File: src/rtl/cup_pkg.sv
package cup_pkg;
  localparam int unsigned MUX_N_DEF = 8;
  localparam int unsigned SEL_W_DEF = 2;

  typedef struct packed {
    logic vld;
    logic launch;
  } prev_st_t;
endpackage

File: src/rtl/cup_route_chk.sv
module cup_route_chk #(
  parameter int unsigned MUX_N = 8,
  parameter int unsigned SEL_W = 2
) (
  input  logic [MUX_N*SEL_W-1:0] sel_i,
  input  logic [MUX_N*SEL_W-1:0] exp_i,
  input  logic [MUX_N-1:0]       msk_i,
  output logic                   routed_o
);
  logic [MUX_N-1:0] ok;

  for (genvar k = 0; k < MUX_N; k++) begin : g_mux
    assign ok[k] = !msk_i[k] || (sel_i[k*SEL_W +: SEL_W] == exp_i[k*SEL_W +: SEL_W]);
  end

  assign routed_o = &ok;
endmodule

File: src/rtl/cup_pair_trk.sv
module cup_pair_trk
  import cup_pkg::*;
(
  input  logic     clk_i,
  input  logic     rst_ni,
  input  logic     clear_i,
  input  logic     state_vld_i,
  input  logic     launch_i,
  output prev_st_t prev_o
);
  prev_st_t prev_q;

  always_ff @(posedge clk_i or negedge rst_ni) begin
    if (!rst_ni) begin
      prev_q <= '0;
    end else if (clear_i) begin
      prev_q <= '0;
    end else if (state_vld_i) begin
      prev_q.vld    <= 1'b1;
      prev_q.launch <= launch_i;
    end
  end

  assign prev_o = prev_q;
endmodule

File: src/rtl/cup_verdict.sv
module cup_verdict (
  input  logic clk_i,
  input  logic rst_ni,
  input  logic clear_i,
  input  logic hit_i,
  input  logic analysis_end_i,
  output logic exercised_o,
  output logic untestable_o
);
  logic flag_q, untst_q;
  logic flag_d;

  assign flag_d = flag_q | hit_i;

  always_ff @(posedge clk_i or negedge rst_ni) begin
    if (!rst_ni) begin
      flag_q  <= 1'b0;
      untst_q <= 1'b0;
    end else if (clear_i) begin
      flag_q  <= 1'b0;
      untst_q <= 1'b0;
    end else begin
      flag_q <= flag_d;
      if (analysis_end_i) untst_q <= !flag_d;
      else if (hit_i)     untst_q <= 1'b0;
    end
  end

  assign exercised_o  = flag_q;
  assign untestable_o = untst_q;
endmodule

File: src/rtl/cup_path_monitor.sv
module cup_path_monitor
  import cup_pkg::*;
#(
  parameter int unsigned MUX_N = MUX_N_DEF,
  parameter int unsigned SEL_W = SEL_W_DEF
) (
  input  logic                   clk_i,
  input  logic                   rst_ni,
  input  logic                   clear_i,
  input  logic                   state_vld_i,
  input  logic                   start_hold_i,
  input  logic                   start_le_i,
  input  logic                   end_hold_i,
  input  logic                   end_le_i,
  input  logic [MUX_N*SEL_W-1:0] mux_sel_i,
  input  logic [MUX_N*SEL_W-1:0] mux_exp_i,
  input  logic [MUX_N-1:0]       mux_msk_i,
  input  logic                   analysis_end_i,
  output logic                   exercised_o,
  output logic                   untestable_o
);
  logic     launch, capture, routed, hit;
  prev_st_t prev;

  // no hold function: register loads every state
  assign launch  = start_le_i | ~start_hold_i;
  assign capture = end_le_i   | ~end_hold_i;

  cup_route_chk #(.MUX_N(MUX_N), .SEL_W(SEL_W)) u_route (
    .sel_i    (mux_sel_i),
    .exp_i    (mux_exp_i),
    .msk_i    (mux_msk_i),
    .routed_o (routed)
  );

  cup_pair_trk u_trk (
    .clk_i       (clk_i),
    .rst_ni      (rst_ni),
    .clear_i     (clear_i),
    .state_vld_i (state_vld_i),
    .launch_i    (launch),
    .prev_o      (prev)
  );

  assign hit = state_vld_i & prev.vld & prev.launch & capture & routed;

  cup_verdict u_vrd (
    .clk_i          (clk_i),
    .rst_ni         (rst_ni),
    .clear_i        (clear_i),
    .hit_i          (hit),
    .analysis_end_i (analysis_end_i),
    .exercised_o    (exercised_o),
    .untestable_o   (untestable_o)
  );
endmodule

File: config.mk
export PLATFORM = sky130hd
export DESIGN_NAME = cup_path_monitor
export DESIGN_NICKNAME = d
export VERILOG_FILES = /design/src/rtl/cup_pkg.sv /design/src/rtl/cup_route_chk.sv /design/src/rtl/cup_pair_trk.sv /design/src/rtl/cup_verdict.sv /design/src/rtl/cup_path_monitor.sv
export SDC_FILE = /design/constraint.sdc
export NUM_CORES = 1
export LEC_CHECK = 0
export BUFFER_PORTS_ARGS = -buffer_cell sky130_fd_sc_hd__buf_4
export CAP_MARGIN = 20
export CORE_AREA = 2 2 39 41
export CTS_CLUSTER_SIZE = 8
export DETAILED_ROUTE_END_ITERATION = 6
export DIE_AREA = 0 0 41 43
export MAX_ROUTING_LAYER = met4
export PLACE_DENSITY = 0.74
export SLEW_MARGIN = 20
export SYNTH_ARGS = -nofsm -noshare
export SYNTH_HDL_FRONTEND = slang
export SYNTH_SLANG_ARGS = --single-unit
File: constraint.sdc
create_clock -name clk_i -period 1.55 [get_ports clk_i]
set_input_delay 0.3875 -clock clk_i [delete_from_list [all_inputs] [get_ports clk_i]]
set_output_delay 0.3875 -clock clk_i [all_outputs]
set_load 0.005 [all_outputs]
Word-level counts from Yosys, hierarchy flattened
Cells that the tools add are included.
- output and inout port bits: 2
- bits of input ports: 49
- word-level logic and storage cells: 47
- bits in registers: 4
- reductions and logical operators: 20
- multiplexer cells: 6
- bitwise logic cells: 9
- eq/ne operators: 8
- operators by type and width (operator ; number):
    $eq 2x2->1 ; 8
    $logic_not 1->1 ; 9
    $logic_or 1x1->1 ; 8
    $reduce_and 8->1 ; 1
    $and 1x1->1 ; 4
    $mux 1 ; 4
    $mux 2 ; 2
    $or 1x1->1 ; 3
    $reduce_bool 3->1 ; 1
    $not 1->1 ; 2
    $reduce_bool 2->1 ; 1

Longest topological paths before layout
Gate-level depths: netlist of the first run.
- depth in word-level cells: 8
- mapped depth: 5
- depth with buffers taken out: 5

Modules after synthesis
A second synthesis of the first run with hierarchy kept.
- cell total of the unflattened synthesis: 44
- area total of the unflattened synthesis: 370.4 sq um
- modules (own cells, without submodules) (module ; seq. area each (sq um) ; instances ; area an instance (sq um) ; cells an instance):
    cup_route_chk ; 0.0 ; 1 ; 196.4 ; 27
    cup_verdict ; 50.0 ; 1 ; 77.6 ; 7
    cup_pair_trk ; 50.0 ; 1 ; 71.3 ; 6
    cup_path_monitor ; 0.0 ; 1 ; 25.0 ; 4

Worst setup path after synthesis of the first run
OpenSTA, ideal clock, no wires.
- kind: input -> register
- start point: in mux_exp_i[11]
- end point: reg u_vrd.untst_q (netlist: u_vrd.untestable_o)
- stages on the path: 5
- slack: 0.265 ns
- path buffers: 0
- required time: 1.408 ns
- setup time: 0.142 ns
- arrival time: 1.143 ns
- cells stage by stage: xor2_1 -> o21ai_1 -> nand3_1 -> a2111oi_2 -> a2111oi_1
- word-level cells in the longest chain between the ends: 8
- elaborated cells on any way between the ends: 9
- classes of those cells: 1 x eq/ne; 2 x mux; 2 x bitwise; 4 x reduce/logical
- ends and longest elaborated chain (item ; line ; text):
    from (decl) ; cup_path_monitor.sv:16 ; input logic [MUX_N*SEL_W-1:0] mux_exp_i,
    $eq 2x2->1 * ; cup_route_chk.sv:13 ; assign ok[k] = !msk_i[k] || (sel_i[k*SEL_W +: SEL_W] == exp_i[k*SEL_W +: SEL_W]);
    $logic_or 1x1->1 * ; cup_route_chk.sv:13 ;
    $reduce_and 8->1 * ; cup_route_chk.sv:16 ; assign routed_o = &ok;
    $and 1x1->1 * ; cup_path_monitor.sv:45 ; assign hit = state_vld_i & prev.vld & prev.launch & capture & routed;
    $or 1x1->1 ; cup_verdict.sv:13 ; assign flag_d = flag_q | hit_i;
    $logic_not 1->1 ; cup_verdict.sv:24 ; if (analysis_end_i) untst_q <= !flag_d;
    $mux 1 ; cup_verdict.sv:24 ;
    $mux 1 ; cup_verdict.sv:19 ; end else if (clear_i) begin
    to (signal assigned) ; cup_verdict.sv:24 ;
    to (decl) ; cup_verdict.sv:10 ; logic flag_q, untst_q;
Every way passes the cells marked *; elsewhere a longest branch is shown, timed or not.
A chain may end at the register's enable or synchronous reset.

Worst setup path after layout of the first run
Same ends and word-level chain as after synthesis.

==> results by group, run 1 <==
CTS
  • Post-cts hold buffer count: 1
  • Maximum root-to-sink buffer count: 2
  • Worst-skew pair later-pin latency: 0.23 ns
  • Sink Count: 4
  • Total of cells resized after clock tree synthesis: 0
  • Post-CTS clock slew at the launch and capture registers of the worst setup and hold paths: 0.04 ns
  • Total CTS buffers: 3
  • Buffer cell driving the clock tree root: clkbuf_4
  • Setup Fix Bufs, Post-CTS: 0
  • CTS tree: built
  • # H-tree levels: 1

Floorplan
  • Die Y: 43 um
  • Initial standard-cell utilization of the core: 26.7%
  • Width of the chip: 41 um
  • Full die area: 0.00176 sq mm
  • Total I/O pin count: 51
  • CORE AREA: 0.00138 sq mm
  • Floorplan row count: 14

STA
  • Setup TNS: 0 ns
  • Worst clock skew: 0.00398 ns
  • Worst Setup Slack, final: 0.316 ns
  • Unrepaired setup endpoints after global routing: no
  • Period utilisation layout: 79.6%
  • Number of endpoints with negative hold slack in the final report: 0
  • Worst Max-Slew Pin Slew: 0.328 ns
  • Peak clock frequency supported by timing: 0.810 GHz
  • Post-route minimum period: 1.23 ns
  • Worst-case headroom to the max-slew limit: 78.1%
  • Final-report max-slew violation count: 0
  • Final number of setup-violating endpoints: 0

Route
  • Average wire length per cell after detail routing: 9.60 um
  • Detailed-route DRC error count: 0
  • Sum of routed wire length over all layers: 1070 um
  • Detailed Route Iter0 Violations: 0
  • Via density: 4.55
  • Via total after detailed routing: 505
  • Final antenna-violating net count: 0
  • Total iterations of the first detailed-routing run: 1

Global route
  • Via count of the first global-routing pass: 542
  • First-pass GRT wire length: 1700 um
  • Global route total overflow: 0
  • Overall fraction of global-route tracks in use: 14.6%
  • Maximum number of pins on one net before global-route repair: 5
  • Antenna violations before repair: 0

Finish
  • Antenna cells: 0
  • Growth of design area from synthesis to finish: 116%
  • Count of fill cells added during filler insertion: 129
  • Sequential cell area: 100 sq um
  • Layout Nets: 146
  • Total area of multi-input combinational cells: 265 sq um
  • Share of cells above drive strength 1: 57.9%

Critical path
  • Worst EP arrival: 1.32 ns
  • Sort of element at the start of the critical path: primary input
  • Type of element capturing the critical path: flop
  • Maximum fanout along the worst path: 2
  • Worst path required time: 1.64 ns
  • Worst R2R Setup Slack: 0.43 ns
  • Classification of the worst setup path: primary input to flop

Logic synthesis
  • Post-synth EDFFs: 0
  • Synth cell count leaders: xor2_1, o21ai_1, dfrtp_1, nor2_1
  • Number of nets produced by synthesis: 90
  • Count of warnings emitted by yosys: 0
  • Dominant cell by count in the synthesized netlist: xor2_1
  • Async set-reset flop share out of synthesis: 100%
  • Mapped Area: 369 sq um
  • Cell accounting for the most synthesized area: xor2_1
  • Primary FF master, synth: dfrtp_1
  • Number of flip-flops and latches in the synthesized netlist: 4
  • Main area contributors after synthesis: xor2_1, dfrtp_1, o21ai_1
  • Count of unique library cells instantiated by Yosys: 15
  • Count of mapped cells out of synthesis: 41
  • Synth top area share: 33.2%
  • Avg Cell Area, Syn: 9.00 sq um
  • Proportion of synthesized chip area in sequential cells: 27.1%

Hold path
  • Tightest Hold Check Type: primary input to flop

Run
  • Total of max-cap violations: 0

Power
  • Power density of the placed cells: 499 mW/mm^2
  • Share of power burned in registers: 28.6%
  • Proportion of power drawn by combinational gates: 40.1%
  • Net Sw Power: 91.5 uW
  • Peak ir drop on the vdd network: 0.000288 V
  • Switching share of power: 23.0%
  • Portion of total power attributed to the clock network: 31.2%
  • Internal cell power: 306 uW
  • P_leak: 0.000418 uW

Placed design
  • Placement Setup Slack: 0.0600 ns
  • Count of buffers inserted at the top-level ports: 50
  • Post-detailed-placement half-perimeter wirelength: 1000 um
  • Final Wtd Congestion: 0.650

Outcome
  • Outcome: finished clean
-- worst paths after layout --
kind / start / to / cells past startpoint
min in group asynchronous: rst_ni / u_trk.prev_o[0] / 2
hold reg to reg: u_vrd.exercised_o / u_vrd.untestable_o / 1
max in group asynchronous: rst_ni / u_vrd.exercised_o / 2
hold / removal: clear_i / u_trk.prev_o[1] / 2
setup / recovery: mux_exp_i[11] / u_vrd.untestable_o / 6
setup reg to reg: u_trk.prev_o[1] / u_vrd.untestable_o / 3
-- power by group through the flow --
stage               Combinational [uW]  Clock [uW]  Sequential, uW
detailed placement                 160           0             115
CTS                                163         129             114
global route                       176         143             115
finish                             160         124             114
floorplan                         48.0           0             115
global placement                   157           0             115
-- registers in the layout, summed over array words and instances, names as in the netlist --
register / count
u_trk.prev_o: 2
u_vrd.exercised_o: 1
u_vrd.untestable_o: 1
-- through the flow --
step / utilization, % / std cells / instance area, sq um / hold slack (ns) / total power, uW
final: 57.6 / 111 / 797 / 0.333 / 398
after global routing: 57.6 / 111 / 797 / 0.323 / 433
after CTS: 57.6 / 111 / 797 / 0.329 / 406
after detailed placement: 55.2 / 107 / 764 / 0.184 / 275
after global placement: 55.2 / 107 / 764 / 0.185 / 273
after floorplan: - / 41 / 369 / 0.0919 / 163
-- worst max-delay path, stage by stage --
cell and delay, ns:
buf_4 0.11, xor2_1 0.14, o21ai_1 0.13, nand3_1 0.10, a2111oi_2 0.34, a2111oi_1 0.11
-- layer usage --
| layer | vias up | track usage (%) | wire (um) |
|---|---|---|---|
| li1 | 254 | - | - |
| met2 | 32 | 26.3 | 656 |
| met1 | 217 | 12.3 | 290 |
| met5 | - | - | 0 |
| met4 | 0 | 9.33 | 13 |
| met3 | 2 | 3.14 | 105 |
-- placed cells by master, fill, tap and decap left out, types with 2 or more instances in the layout --
master	n
buf_4	50
xor2_1	14
o21ai_1	6
nor2_1	4
dfrtp_1	4
clkbuf_4	3
xnor2_1	2
nand2_1	2
-- cell type report --
cell class	count	share of cell area [%]
Multi-Input combinational cell	36	33.3
Inverter	1	0.471
Timing Repair Buffer	51	48.4
Tap cell	16	2.51
Clock buffer	3	2.83
Sequential cell	4	12.6
-- logic make-up (layout without fill, tap and decap cells) --
kind of cell / count (synthesis) / in the layout / share of synthesized area (%)
xor+xnor: 16 / 16 / 38.0
compound gates: 12 / 12 / 24.7
simple gates: 8 / 8 / 9.15
flops: 4 / 4 / 27.1
buf+inv: 1 / 55 / 1.02
No activity file was read; power rests on OpenSTA's default activity.
==> run 2, diff against run 1 <==
==> constraint.sdc (replaced) <==
create_clock -name clk_i -period 1.14 [get_ports clk_i]
set_input_delay 0.285 -clock clk_i [delete_from_list [all_inputs] [get_ports clk_i]]
set_output_delay 0.285 -clock clk_i [all_outputs]
set_load 0.005 [all_outputs]
==> run 2 against run 1 <==
Via count is 2.0% higher. Die area unchanged. Utilization is 3.1 points higher. Register-to-register slack lost 0.40 ns. Count of clock-buffer cells in the layout did not move. Global-route usage increased by 0.10 points. Sequential share of layout area decreased by 0.64 points. Combinational power is 45% higher. Final area increased by 5.3%. Critical path depth decreased by 3. Clock skew decreased by 0.0016 ns. Clock power is 40% higher.
==> results by group, run 2 (synthesis gave the netlist of run 1 again) <==
Outcome
  • Outcome: finished clean

Critical path
  • Start of the worst register-to-register path: u_trk.prev_o[0]
  • Type of element capturing the critical path: flop
  • Crit-path cells: o2111ai_2 -> a2111oi_4 -> a2111oi_1
  • Worst Reg2Reg Path Length in Cells: 3
  • Endpoint of the worst-slack reg-to-reg timing path: u_vrd.untestable_o
  • Worst EP arrival: 1.21 ns
  • Maximum fanout along the worst path: 2
  • Critical-path top delay cell: a2111oi_4
  • Worst path required time: 1.24 ns
  • Worst R2R Setup Slack: 0.03 ns
  • Classification of the worst setup path: flop to flop
  • CP max stage delay: 0.37 ns
  • Sort of element at the start of the critical path: flop

Floorplan
  • Initial standard-cell utilization of the core: 26.7%
  • Total I/O pin count: 51
  • Full die area: 0.00176 sq mm
  • Die Y: 43 um
  • Width of the chip: 41 um
  • Floorplan row count: 14
  • CORE AREA: 0.00138 sq mm

Route
  • Via density: 4.60
  • Final antenna-violating net count: 0
  • Detailed-route DRC error count: 0
  • Average wire length per cell after detail routing: 10.2 um
  • Length of routed wiring on met1: 278 um
  • Via total after detailed routing: 515
  • Top routing layer in use: met4
  • Detailed Route Iter0 Violations: 1
  • Total met3 wirelength after detailed routing: 155 um
  • DR WL met2: 680 um
  • Total iterations of the first detailed-routing run: 2
  • Sum of routed wire length over all layers: 1140 um

STA
  • Number of endpoints with negative hold slack in the final report: 0
  • Period utilisation layout: 97.6%
  • Worst-case headroom to the max-slew limit: 78.3%
  • Worst Max-Slew Pin Slew: 0.324 ns
  • Unrepaired setup endpoints after global routing: yes
  • Worst clock skew: 0.00242 ns
  • Peak clock frequency supported by timing: 0.899 GHz
  • Final-report max-slew violation count: 0
  • Final number of setup-violating endpoints: 0
  • Post-route minimum period: 1.11 ns

Hold path
  • Cells on Worst Hold Path: 2
  • Min-Delay Startpoint: clear_i
  • Min-Delay Endpoint: u_trk.prev_o[1]
  • Tightest Hold Check Type: primary input to flop

Placed design
  • Placed instance count: 108
  • Post-detailed-placement half-perimeter wirelength: 1020 um
  • Count of buffers inserted at the top-level ports: 50
  • Final Wtd Congestion: 0.636

Global route
  • Overall fraction of global-route tracks in use: 14.7%
  • First-pass GRT wire length: 1700 um
  • Global route total overflow: 0
  • Antenna violations before repair: 0
  • Maximum number of pins on one net before global-route repair: 5
  • Via count of the first global-routing pass: 545

Power
  • Peak ir drop on the vdd network: 0.000436 V
  • Power density of the placed cells: 669 mW/mm^2
  • P_leak: 0.000431 uW

Finish
  • Commonest non-fill, non-tap cells in the layout: buf_4, xor2_1, o21ai_1, buf_6
  • Most frequent standard cell in the layout excluding fill and tap cells: buf_4
  • Cell Count, Final, Fillers Out: 112
  • Post-Route Utilization: 60.7%
  • Growth of design area from synthesis to finish: 127%
  • Flip-flop count of the largest register after layout: 2
  • Antenna cells: 0
  • Layout Nets: 147
  • Share of cells above drive strength 1: 58.3%

CTS
  • Buffer cell driving the clock tree root: clkbuf_4
  • # H-tree levels: 1
  • Post-CTS clock slew at the launch and capture registers of the worst setup and hold paths: 0.04 ns
  • Sink Count: 4
  • CTS tree: built
  • Worst-skew pair later-pin latency: 0.23 ns
  • Maximum root-to-sink buffer count: 2
  • Total CTS buffers: 3
  • Setup Fix Bufs, Post-CTS: 0

Run
  • Total of max-cap violations: 0
-- run 2: worst max-delay path by stage --
| stage | from | end | cells after the start |
|---|---|---|---|
| 2_1_floorplan | mux_exp_i[11] | u_vrd.untestable_o | 5 |
| 3_3_place_gp | mux_exp_i[11] | u_vrd.untestable_o | 6 |
| 3_5_place_dp | mux_exp_i[11] | u_vrd.untestable_o | 6 |
| 4_1_cts | mux_exp_i[11] | u_vrd.untestable_o | 6 |
| 5_1_grt | mux_sel_i[10] | u_vrd.untestable_o | 6 |
| 6_report | u_trk.prev_o[0] | u_vrd.untestable_o | 3 |
-- run 2: final cells by class --
| cell class | instances | area (sq um) |
|---|---|---|
| clock buffer | 3 | 22.5 |
| fill | 129 | 544 |
| inverter | 1 | 3.75 |
| multi-input combinational | 36 | 278 |
| sequential | 4 | 100 |
| tap | 16 | 20.0 |
| timing repair buffer | 52 | 415 |
-- run 2: report_power, final --
group,internal [uW],switching (uW),leakage [uW]
combinational,158,74.7,0.000365
sequential,150,4.84,0.0000517
clock,118,56.1,0.0000138
-- run 2: metrics by stage --
step	cell area (sq um)	worst slack [ns]	hold slack (ns)	total power (uW)	TNS, ns
final	840	0.0276	0.228	561	0
after global routing	840	-0.0115	0.227	607	-0.0203
after CTS	817	0.00472	0.223	564	0
after detailed placement	772	-0.275	0.0822	378	-0.519
after global placement	772	-0.211	0.0828	372	-0.412
after floorplan	369	-0.0427	-0.0106	222	-0.0622
-- run 2: worst max-delay path: cells and delay by family (launching register included) --
kind | cells | cell delay, ns
AO/OA/AOI/OAI | 3 | 0.62
flip-flops | 1 | 0.35
-- run 2: what timing repair did --
action	4_1_cts	5_1_grt
setup endpoints to repair	2	2
resized for setup	1	6
endpoints found under the hold margin	4	0
pin swaps	0	10
hold buffers	1	0
-- run 2: metal layers --
metal | GRT usage [%] | vias to the layer above
met5 | - | -
met4 | 7.33 | 0
met1 | 10.4 | 220
met2 | 27.2 | 35
met3 | 6.81 | 4
li1 | - | 256
